===== config.mk =====
export PLATFORM = sky130hd
export DESIGN_NAME = pair_balance_cache
export DESIGN_NICKNAME = d
export VERILOG_FILES = /design/src/rtl/pbc_pkg.sv /design/src/rtl/pbc_satcnt.sv /design/src/rtl/pbc_probe.sv /design/src/rtl/pair_balance_cache.sv
export SDC_FILE = /design/constraint.sdc
export NUM_CORES = 1
export LEC_CHECK = 0
export BUFFER_PORTS_ARGS = -buffer_cell sky130_fd_sc_hd__buf_2
export CORE_UTILIZATION = 45
export DETAILED_ROUTE_END_ITERATION = 8
export SLEW_MARGIN = 20
export SYNTH_ARGS = -nofsm -noshare
export SYNTH_HDL_FRONTEND = slang
export SYNTH_SLANG_ARGS = --single-unit

===== constraint.sdc =====
create_clock -name clk -period 3.94 [get_ports clk]
set_input_delay 0.394 -clock clk [delete_from_list [all_inputs] [get_ports clk]]
set_output_delay 0.394 -clock clk [all_outputs]
set_load 0.01 [all_outputs]

===== src/rtl/pbc_pkg.sv =====
package pbc_pkg;
   typedef enum logic [1:0] {
      KIND_MISS = 2'b00,
      KIND_HIT  = 2'b01,
      KIND_SEC  = 2'b10
   } kind_e;

   typedef enum logic [1:0] {
      ST_IDLE   = 2'd0,
      ST_PROBE1 = 2'd1,
      ST_PROBE2 = 2'd2
   } state_e;
endpackage


===== src/rtl/pbc_satcnt.sv =====
// Per-set pressure counter: saturating up/down.
module pbc_satcnt #(
   parameter int MAXV = 3,
   localparam int CW = $clog2(MAXV + 1)
) (
   input  logic          clk,
   input  logic          rst,
   input  logic          inc,
   input  logic          dec,
   output logic [CW-1:0] cnt
);
   localparam logic [CW-1:0] TOPV = CW'(MAXV);

   always_ff @(posedge clk) begin
      if (rst)
         cnt <= '0;
      else if (inc && cnt != TOPV)
         cnt <= cnt + CW'(1);
      else if (dec && cnt != '0)
         cnt <= cnt - CW'(1);
   end
endmodule


===== src/rtl/pbc_probe.sv =====
// Combinational probe of one set: tag match with a chosen displaced flag,
// plus replacement choice (lowest invalid way, else the oldest way).
module pbc_probe #(
   parameter int WAYS  = 2,
   parameter int TAG_W = 5,
   localparam int WAY_W = $clog2(WAYS)
) (
   input  logic [WAYS-1:0][TAG_W-1:0] tags,
   input  logic [WAYS-1:0]            vld,
   input  logic [WAYS-1:0]            dsp,
   input  logic [WAYS-1:0][WAY_W-1:0] ages,
   input  logic [TAG_W-1:0]           cmp_tag,
   input  logic                       want_dsp,
   output logic                       hit,
   output logic [WAY_W-1:0]           hit_way,
   output logic [WAY_W-1:0]           vic_way,
   output logic                       vic_vld,
   output logic [TAG_W-1:0]           vic_tag,
   output logic                       vic_dsp
);
   localparam logic [WAY_W-1:0] OLDEST = WAY_W'(WAYS - 1);

   logic found_inv;

   always_comb begin
      hit     = 1'b0;
      hit_way = '0;
      for (int w = 0; w < WAYS; w++) begin
         if (!hit && vld[w] && (dsp[w] == want_dsp) && (tags[w] == cmp_tag)) begin
            hit     = 1'b1;
            hit_way = WAY_W'(w);
         end
      end

      found_inv = 1'b0;
      vic_way   = '0;
      for (int w = 0; w < WAYS; w++) begin
         if (!found_inv && !vld[w]) begin
            found_inv = 1'b1;
            vic_way   = WAY_W'(w);
         end
      end
      if (!found_inv) begin
         for (int w = 0; w < WAYS; w++) begin
            if (ages[w] == OLDEST)
               vic_way = WAY_W'(w);
         end
      end

      vic_vld = vld[vic_way];
      vic_tag = tags[vic_way];
      vic_dsp = dsp[vic_way];
   end
endmodule


===== src/rtl/pair_balance_cache.sv =====
module pair_balance_cache
   import pbc_pkg::*;
#(
   parameter int WAYS          = 2,
   parameter int SETS          = 4,
   parameter int TAG_W         = 5,
   parameter bit PRECISE_CLEAR = 1'b1,
   localparam int IDX_W  = $clog2(SETS),
   localparam int ADDR_W = TAG_W + IDX_W
) (
   input  logic              clk,
   input  logic              rst,
   input  logic              req_valid,
   input  logic [ADDR_W-1:0] req_addr,
   output logic              req_ready,
   output logic              resp_valid,
   output logic [1:0]        resp_kind,
   output logic              evict_valid,
   output logic [ADDR_W-1:0] evict_addr
);
   localparam int WAY_W = $clog2(WAYS);
   localparam int CNT_W = $clog2(2 * WAYS);
   localparam logic [CNT_W-1:0] CNT_TOP   = CNT_W'(2 * WAYS - 1);
   localparam logic [CNT_W-1:0] CNT_LIMIT = CNT_W'(WAYS);
   localparam logic [IDX_W-1:0] FLIP      = IDX_W'(1) << (IDX_W - 1);

   // elaboration-time parameter checks
   if (WAYS < 2 || (WAYS & (WAYS - 1)) != 0) begin : g_bad_ways
      $error("WAYS must be a power of two, at least 2");
   end
   if (SETS < 2 || (SETS & (SETS - 1)) != 0) begin : g_bad_sets
      $error("SETS must be a power of two, at least 2");
   end
   if (TAG_W < 1) begin : g_bad_tag
      $error("TAG_W must be at least 1");
   end

   typedef logic [WAYS-1:0][WAY_W-1:0] ages_t;

   function automatic ages_t make_mru(input ages_t a, input logic [WAY_W-1:0] w);
      ages_t r;
      for (int i = 0; i < WAYS; i++)
         r[i] = (a[i] < a[w]) ? a[i] + WAY_W'(1) : a[i];
      r[w] = '0;
      return r;
   endfunction

   state_e                               state_q;
   logic [ADDR_W-1:0]                    addr_q;
   logic [SETS-1:0][WAYS-1:0][TAG_W-1:0] tag_q;
   logic [SETS-1:0][WAYS-1:0]            vld_q;
   logic [SETS-1:0][WAYS-1:0]            dsp_q;
   ages_t [SETS-1:0]                     age_q;
   logic [SETS-1:0]                      sc_q;
   logic [SETS-1:0][CNT_W-1:0]           cnt;

   logic [IDX_W-1:0] s_idx, p_idx;
   logic [TAG_W-1:0] s_tag;

   assign s_idx = addr_q[IDX_W-1:0];
   assign s_tag = addr_q[ADDR_W-1:IDX_W];
   assign p_idx = s_idx ^ FLIP;

   // first probe: indexed set, native lines
   logic             own_hit, own_vic_vld, own_vic_dsp;
   logic [WAY_W-1:0] own_hit_way, own_vic_way;
   logic [TAG_W-1:0] own_vic_tag;

   pbc_probe #(.WAYS(WAYS), .TAG_W(TAG_W)) u_own (
      .tags(tag_q[s_idx]), .vld(vld_q[s_idx]), .dsp(dsp_q[s_idx]),
      .ages(age_q[s_idx]), .cmp_tag(s_tag), .want_dsp(1'b0),
      .hit(own_hit), .hit_way(own_hit_way), .vic_way(own_vic_way),
      .vic_vld(own_vic_vld), .vic_tag(own_vic_tag), .vic_dsp(own_vic_dsp)
   );

   // second probe: partner set, displaced lines
   logic             mate_hit, mate_vic_vld, mate_vic_dsp;
   logic [WAY_W-1:0] mate_hit_way, mate_vic_way;
   logic [TAG_W-1:0] mate_vic_tag;

   pbc_probe #(.WAYS(WAYS), .TAG_W(TAG_W)) u_mate (
      .tags(tag_q[p_idx]), .vld(vld_q[p_idx]), .dsp(dsp_q[p_idx]),
      .ages(age_q[p_idx]), .cmp_tag(s_tag), .want_dsp(1'b1),
      .hit(mate_hit), .hit_way(mate_hit_way), .vic_way(mate_vic_way),
      .vic_vld(mate_vic_vld), .vic_tag(mate_vic_tag), .vic_dsp(mate_vic_dsp)
   );

   logic in_p1, in_p2, need_p2, commit, first_hit, sec_hit, miss, do_move;
   logic own_dsp_others, sc_drop;

   assign in_p1     = (state_q == ST_PROBE1);
   assign in_p2     = (state_q == ST_PROBE2);
   assign need_p2   = in_p1 && !own_hit && sc_q[s_idx];
   assign commit    = (in_p1 && !need_p2) || in_p2;
   assign first_hit = in_p1 && own_hit;
   assign sec_hit   = in_p2 && mate_hit;
   assign miss      = commit && !first_hit && !sec_hit;
   assign do_move   = miss && own_vic_vld && !own_vic_dsp &&
                      (cnt[s_idx] == CNT_TOP) && (cnt[p_idx] < CNT_LIMIT);

   assign own_dsp_others =
      |(vld_q[s_idx] & dsp_q[s_idx] & ~(WAYS'(1) << own_vic_way));

   // flag clearing variant
   if (PRECISE_CLEAR) begin : g_precise
      assign sc_drop = miss && own_vic_vld && own_vic_dsp && !own_dsp_others;
   end else begin : g_sticky
      assign sc_drop = 1'b0;
   end

   // one pressure counter per set
   for (genvar g = 0; g < SETS; g++) begin : g_cnt
      pbc_satcnt #(.MAXV(2 * WAYS - 1)) u_cnt (
         .clk(clk), .rst(rst),
         .inc(miss && (s_idx == IDX_W'(g))),
         .dec((first_hit || sec_hit) && (s_idx == IDX_W'(g))),
         .cnt(cnt[g])
      );
   end

   assign req_ready = (state_q == ST_IDLE);

   always_ff @(posedge clk) begin
      if (rst) begin
         state_q     <= ST_IDLE;
         addr_q      <= '0;
         tag_q       <= '0;
         vld_q       <= '0;
         dsp_q       <= '0;
         sc_q        <= '0;
         resp_valid  <= 1'b0;
         resp_kind   <= KIND_MISS;
         evict_valid <= 1'b0;
         evict_addr  <= '0;
         for (int s = 0; s < SETS; s++)
            for (int w = 0; w < WAYS; w++)
               age_q[s][w] <= WAY_W'(w);
      end else begin
         resp_valid  <= commit;
         resp_kind   <= first_hit ? KIND_HIT : (sec_hit ? KIND_SEC : KIND_MISS);
         evict_valid <= miss && (do_move ? mate_vic_vld : own_vic_vld);
         evict_addr  <= do_move ? {mate_vic_tag, (mate_vic_dsp ? s_idx : p_idx)}
                                : {own_vic_tag,  (own_vic_dsp  ? p_idx : s_idx)};

         case (state_q)
            ST_IDLE: if (req_valid) begin
               addr_q  <= req_addr;
               state_q <= ST_PROBE1;
            end
            ST_PROBE1: state_q <= need_p2 ? ST_PROBE2 : ST_IDLE;
            default:   state_q <= ST_IDLE;
         endcase

         if (first_hit)
            age_q[s_idx] <= make_mru(age_q[s_idx], own_hit_way);
         if (sec_hit)
            age_q[p_idx] <= make_mru(age_q[p_idx], mate_hit_way);
         if (miss) begin
            tag_q[s_idx][own_vic_way] <= s_tag;
            vld_q[s_idx][own_vic_way] <= 1'b1;
            dsp_q[s_idx][own_vic_way] <= 1'b0;
            age_q[s_idx]              <= make_mru(age_q[s_idx], own_vic_way);
         end
         if (do_move) begin
            tag_q[p_idx][mate_vic_way] <= own_vic_tag;
            vld_q[p_idx][mate_vic_way] <= 1'b1;
            dsp_q[p_idx][mate_vic_way] <= 1'b1;
            age_q[p_idx]               <= make_mru(age_q[p_idx], mate_vic_way);
            sc_q[s_idx]                <= 1'b1;
         end
         if (sc_drop)
            sc_q[p_idx] <= 1'b0;
      end
   end
endmodule


==> flow_metrics.env, run 1 <==
export IMPL_status="complete, no violations"
export IMPL_fp_dieH_microns=117
export IMPL_finalSetupTns_ps=0
export IMPL_maxSlewViolCount=0
export IMPL_synth_area_top_cells="dfxtp_1 (32%), mux4_2 (14%), mux2i_1 (8.5%)"
export IMPL_rr_endpoint="tag_q[4]$_SDFF_PP0_"
export IMPL_post_drt_wl_per_cell_microns=23.3
export IMPL_p_clk_share_pct=39.4
export IMPL_whs_endpoint="addr_q[5]$_SDFFE_PP0P_"
export IMPL_cts_path_max_buffers=2
export IMPL_gp_congestion=0.977
export IMPL_clock_latency_ps=360
export IMPL_internal_power_mw=1.55
export IMPL_worstRegToRegCells=8
export IMPL_first_pass_iters=7
export IMPL_synth_area_per_cell_sq_um=9.63
export IMPL_hold_depth=3
export IMPL_num_antenna_cells=0
export IMPL_hold_class="primary input to register"
export IMPL_ant_nets=0
export IMPL_ys_async_sr_fraction_pct=0
export IMPL_nets=632
export IMPL_switchingPower_uw=646
export IMPL_synthFlopType="dfxtp_1"
export IMPL_netlist_area_leader_share_pct=32.5
export IMPL_vias_per_cell=6.64
export IMPL_hold_start="req_addr[5]"
export IMPL_clkSinkCount=96
export IMPL_fin_util_pct=51.5
export IMPL_yosysMostFrequentCell="dfxtp_1"
export IMPL_power_share_combinational_pct=14.1
export IMPL_tightest_slew_ps=905
export IMPL_power_leakage_nw=2.36
export IMPL_syn2layout_area_growth_pct=10.7
export IMPL_drive_above_1_share_pct=19.9
export IMPL_yosysWarnings=0
export IMPL_synth_distinct_cells=64
export IMPL_grt_total_usage_pct=29.3
export IMPL_grt_pass1_wl_microns=29100
export IMPL_sw_frac_of_total_pct=29.4
export IMPL_htreeDepth=3
export IMPL_slew_headroom_pct=39.6
export IMPL_die_width_microns=117
export IMPL_std_cell_rows=41
export IMPL_fin_worst_skew_ps=12.3
export IMPL_ys_seq_area_share_pct=32.5
export IMPL_crit_slowest_cell="dfxtp_2"
export IMPL_dieArea_sq_um=13600
export IMPL_tritoncts="yes"
export IMPL_cts_buffers=9
export IMPL_synth_edf_count=0
export IMPL_port_buffers=21
export IMPL_pwr_share_seq_pct=46.5
export IMPL_ir_drop_mv=0.298
export IMPL_drtIter0Drc=642
export IMPL_grt_max_degree=68
export IMPL_synth_top_cell_by_area="dfxtp_1"
export IMPL_timing_max_cap_violations=0
export IMPL_r2r_slack_ps=290
export IMPL_post_dp_hpwl_microns=13800
export IMPL_overflow=0
export IMPL_crit_chain="buf_12 -> buf_4 -> mux4_2 -> nand2b_1 -> and2_1 -> nor2_1 -> nand2_1 -> a221oi_1"
export IMPL_setup_viol=0
export IMPL_synthCells=615
export IMPL_end_kind="register"
export IMPL_syn_cell_area_sq_um=5920
export IMPL_critical_path_class="register to register"
export IMPL_r2r_start="addr_q[0]$_SDFFE_PP0P_"
export IMPL_grt_pass1_vias=4932
export IMPL_grt_antenna_before_repair=0
export IMPL_io_pins=22
export IMPL_cp_start_kind="register"
export IMPL_fmax_mhz=274
export IMPL_vias=5307
export IMPL_p_per_area_nw_per_um2=335
export IMPL_syn_nets=625
export IMPL_final_period_utilization_pct=92.6
export IMPL_core_area_sq_um=12700
export IMPL_netlist_top_cells_count="dfxtp_1 (96), nand2_1 (57), mux2i_1 (50), nor2_1 (44), a221oi_1 (42)"
export IMPL_synth_seq_cells=96
export IMPL_critical_path_top_delay_family="simple AND/OR/NAND/NOR gates"
export IMPL_period_needed_ps=3650
export IMPL_path_clk_slew_ps=70
export IMPL_slowest_delay_ps=620
export IMPL_hold_viol=0
export IMPL_worst_endpoint_required_ps=4190
export IMPL_drc=0
export IMPL_critPathArrivalTime_ps=3900
export IMPL_clock_tree_root_cell="clkbuf_16"
export IMPL_wirelength_microns=18600
export IMPL_initial_core_util_pct=46.5
export IMPL_path_buf_inv=2
export IMPL_crit_path_max_fanout=18
export IMPL_rsz0062_at_grt="no"
layout make-up:
class	instances	area, sq um
fill	1219	6170
multi-input combinational	456	3720
sequential	96	1920
timing repair buffer	48	358
clock buffer	9	225
tap	172	215
clock inverter	7	65.1
inverter	11	41.3
sequential cells by signal (all words and copies together), names as in the netlist, 2 cells and up:
signal and flops:
addr_q 7, evict_addr 7, age_q 8, state_q 2, g_cnt.u_cnt.cnt 8, resp_kind 2, sc_q 4, tag_q 40
dsp_q 8, vld_q 8
kinds of logic (layout without fill, tap and decap cells):
group	count (synthesis)	in the layout	share of synthesized area, %
flops	96	96	32.5
mux	92	92	23.7
xor+xnor	20	20	3.09
compound gates	161	161	20.4
buf+inv	63	75	4.84
simple gates	183	183	15.5
metal layers:
metal	track usage [%]	up-vias	wire [microns]
li1	-	2388	-
met3	6.90	39	1840
met5	0	-	0
met2	42.0	316	8080
met4	11.6	0	517
met1	42.3	2564	8140
what timing repair did:
item / in CTS / in global routing
resized for setup: 1 / 1
setup buffers: 0 / 0
setup endpoints to repair: 1 / 5
hold buffers: 0 / 0
hold endpoints to repair: 0 / 0
per-stage QoR:
stage / hold slack (ps) / cells / area (sq um) / setup slack, ps / power [mW]
after floorplan: 443 / 615 / 5920 / 1080 / 1.25
after global placement: 462 / 783 / 6250 / 18.5 / 1.35
after detailed placement: 474 / 783 / 6250 / 24.5 / 1.35
after CTS: 255 / 799 / 6550 / 164 / 2.21
after global routing: 268 / 799 / 6550 / 48.2 / 2.28
final: 267 / 799 / 6550 / 292 / 2.20
power groups by stage:
stage               combinational, mW  clock, mW  sequential (mW)
floorplan                       0.228          0             1.02
global placement                0.306          0             1.04
detailed placement              0.306          0             1.04
CTS                             0.307      0.880             1.02
global route                    0.333      0.922             1.02
finish                          0.311      0.865             1.02
layout by cell type (no fill, tap or decap), drive strengths merged, types with 3 or more instances in the layout:
cell type and n:
o221ai 3, a311oi 4, dfxtp 96, xnor2 20
o31ai 4, inv 14, nand4 4, or3 4
mux2i 50, nor2b 12, nor3 11, a31oi 13
and2 11, mux4 38, nand2b 8, or2 3
a221oi 43, a21boi 3, nand4b 3, nand2 57
buf 48, mux2 4, o22ai 6, a21oi 37
o32ai 3, nor2 45, o21ai 8, clkbuf 9
a211oi 21, and3 6, nand3 13
worst reg2reg max path, stage by stage, from the launching register on:
cell and delay, ps:
dfxtp_2 620, buf_12 230, buf_4 240, mux4_2 560
nand2b_1 220, and2_1 440, nor2_1 570, nand2_1 320
a221oi_1 340
worst max-delay path by stage:
stage	startpoint	end	slack [ps]	depth (start not counted)
2_1_floorplan	addr_q[0]$_SDFFE_PP0P_	age_q[2]$_SDFF_PP0_	1080	11
3_3_place_gp	addr_q[0]$_SDFFE_PP0P_	tag_q[8]$_SDFF_PP0_	20	9
3_5_place_dp	addr_q[0]$_SDFFE_PP0P_	tag_q[37]$_SDFF_PP0_	20	9
4_1_cts	addr_q[0]$_SDFFE_PP0P_	tag_q[4]$_SDFF_PP0_	160	9
5_1_grt	addr_q[0]$_SDFFE_PP0P_	tag_q[2]$_SDFF_PP0_	50	8
6_report	addr_q[0]$_SDFFE_PP0P_	tag_q[4]$_SDFF_PP0_	290	8
Power figures use the tool's default switching activity.
==> run 2, diff against run 1 <==
CORE_UTILIZATION = 63   (was 45)
PLACE_DENSITY = 0.81   (was not set)
==> flow_metrics.env, run 2 (synthesized netlist as in run 1, its figures left out) <==
export IMPL_r2r_slack_ps=420
export IMPL_nets=635
export IMPL_grt_pass1_vias=4992
export IMPL_final_period_utilization_pct=89.2
export IMPL_gp_congestion=0.949
export IMPL_power_share_combinational_pct=15.1
export IMPL_overflow=0
export IMPL_post_cts_buffers=0
export IMPL_timing_max_cap_violations=0
export IMPL_rr_endpoint="g_cnt[0].u_cnt.cnt[0]$_SDFFE_PP0P_"
export IMPL_slew_headroom_pct=43.0
export IMPL_end_kind="register"
export IMPL_worstRegToRegCells=9
export IMPL_std_cell_rows=35
export IMPL_htreeDepth=3
export IMPL_hold_viol=0
export IMPL_post_cts_resize_count=0
export IMPL_p_per_area_nw_per_um2=302
export IMPL_pwr_share_seq_pct=53.3
export IMPL_vias=5453
export IMPL_path_clk_slew_ps=100
export IMPL_drtIter0Drc=719
export IMPL_hold_class="primary input to register"
export IMPL_layout_commonest_cell="dfxtp_1"
export IMPL_drive_above_1_share_pct=19.8
export IMPL_clock_tree_root_cell="clkbuf_8"
export IMPL_ir_drop_mv=0.217
export IMPL_ant_nets=0
export IMPL_critPathArrivalTime_ps=3790
export IMPL_wirelength_microns=18100
export IMPL_fin_worst_skew_ps=9.49
export IMPL_io_pins=22
export IMPL_final_cell_mix="dfxtp_1 (94), nand2_1 (57), mux2i_1 (50)"
export IMPL_grt_pass1_wl_microns=28500
export IMPL_grt_total_usage_pct=38.6
export IMPL_sw_frac_of_total_pct=30.8
export IMPL_dp_worst_setup_slack_ps=474
export IMPL_stdcell_area_sq_um=6380
export IMPL_grt_antenna_before_repair=0
export IMPL_dieArea_sq_um=9790
export IMPL_whs_endpoint="addr_q[4]$_SDFFE_PP0P_"
export IMPL_largest_register="tag_q"
export IMPL_crit_path_max_fanout=18
export IMPL_placed_cell_area_sq_um=6210
export IMPL_p_clk_share_pct=31.5
export IMPL_maxSlewViolCount=0
export IMPL_cts_path_max_buffers=2
export IMPL_vias_per_cell=7.36
export IMPL_largest_reg_flops=40
export IMPL_clkSinkCount=96
export IMPL_finalSetupTns_ps=0
export IMPL_post_dp_hpwl_microns=13300
export IMPL_power_leakage_nw=2.31
export IMPL_fmax_mhz=284
export IMPL_tightest_slew_ps=852
export IMPL_fp_dieH_microns=98.9
export IMPL_critical_path_class="register to register"
export IMPL_port_buffers=21
export IMPL_num_antenna_cells=0
export IMPL_cp_start_kind="register"
export IMPL_setup_viol=0
export IMPL_post_drt_wl_per_cell_microns=24.5
export IMPL_period_needed_ps=3520
export IMPL_ctsHoldBuffers=0
export IMPL_r2r_start="addr_q[0]$_SDFFE_PP0P_"
export IMPL_worst_endpoint_required_ps=4210
export IMPL_rsz0062_at_grt="no"
export IMPL_crit_path_start="addr_q[0]$_SDFFE_PP0P_"
export IMPL_hold_start="req_addr[4]"
export IMPL_cts_buffers=9
export IMPL_status="complete, no violations"
export IMPL_internal_power_mw=1.34
export IMPL_worst_slack_ps=424
export IMPL_hold_depth=3
export IMPL_switchingPower_uw=594
export IMPL_core_area_sq_um=9150
export IMPL_die_width_microns=98.9
export IMPL_first_pass_iters=7
export IMPL_initial_core_util_pct=64.7
export IMPL_clock_latency_ps=370
export IMPL_drc=0
export IMPL_grt_max_degree=41
export IMPL_syn2layout_area_growth_pct=7.80
export IMPL_tritoncts="yes"
==> run 2: critical path, cell delays in order, from the launching register on <==
cell and delay (ps):
dfxtp_2 650, buf_12 240, mux4_2 530, xnor2_1 210
nand3_1 260, o32ai_4 540, a21oi_1 300, o21ai_0 260
a21oi_1 90, a311oi_1 330
==> run 2: per-layer routing <==
layer	vias up	wire (microns)	global-route usage (%)
met5	-	0	0
met4	0	548	14.6
met3	44	2130	5.82
met2	371	7980	57.4
met1	2651	7480	56.7
li1	2387	-	-
==> run 2: area by class of cell <==
class | count | area, sq um
timing repair buffer | 51 | 393
tap | 111 | 139
clock inverter | 5 | 41.3
inverter | 11 | 41.3
fill | 714 | 2770
sequential | 96 | 1920
multi-input combinational | 456 | 3710
clock buffer | 11 | 131
==> run 2: per-stage QoR <==
step	utilization [%]	total power, mW	cells	hold WS, ps
after detailed placement	67.8	1.33	725	475
after global placement	67.8	1.33	725	453
after floorplan	-	1.25	615	443
final	69.7	1.93	741	244
after CTS	69.7	1.92	741	242
after global routing	69.7	1.99	741	263
==> run 2: worst max path at each step <==
stage,endpoint,slack (ps),cells after the start
floorplan,age_q[2]$_SDFF_PP0_,1080,11
global placement,age_q[2]$_SDFF_PP0_,520,9
detailed placement,age_q[2]$_SDFF_PP0_,470,9
CTS,age_q[2]$_SDFF_PP0_,460,9
global route,g_cnt[0].u_cnt.cnt[0]$_SDFFE_PP0P_,210,9
finish,g_cnt[0].u_cnt.cnt[0]$_SDFFE_PP0P_,420,9
==> run 2: power groups by stage <==
stage                     Clock [mW]  Combinational (mW)  Sequential [mW]
after detailed placement           0               0.282             1.05
after global placement             0               0.279             1.05
after CTS                      0.611               0.283             1.03
after floorplan                    0               0.228             1.02
final                          0.608               0.292             1.03
after global routing           0.648               0.308             1.03
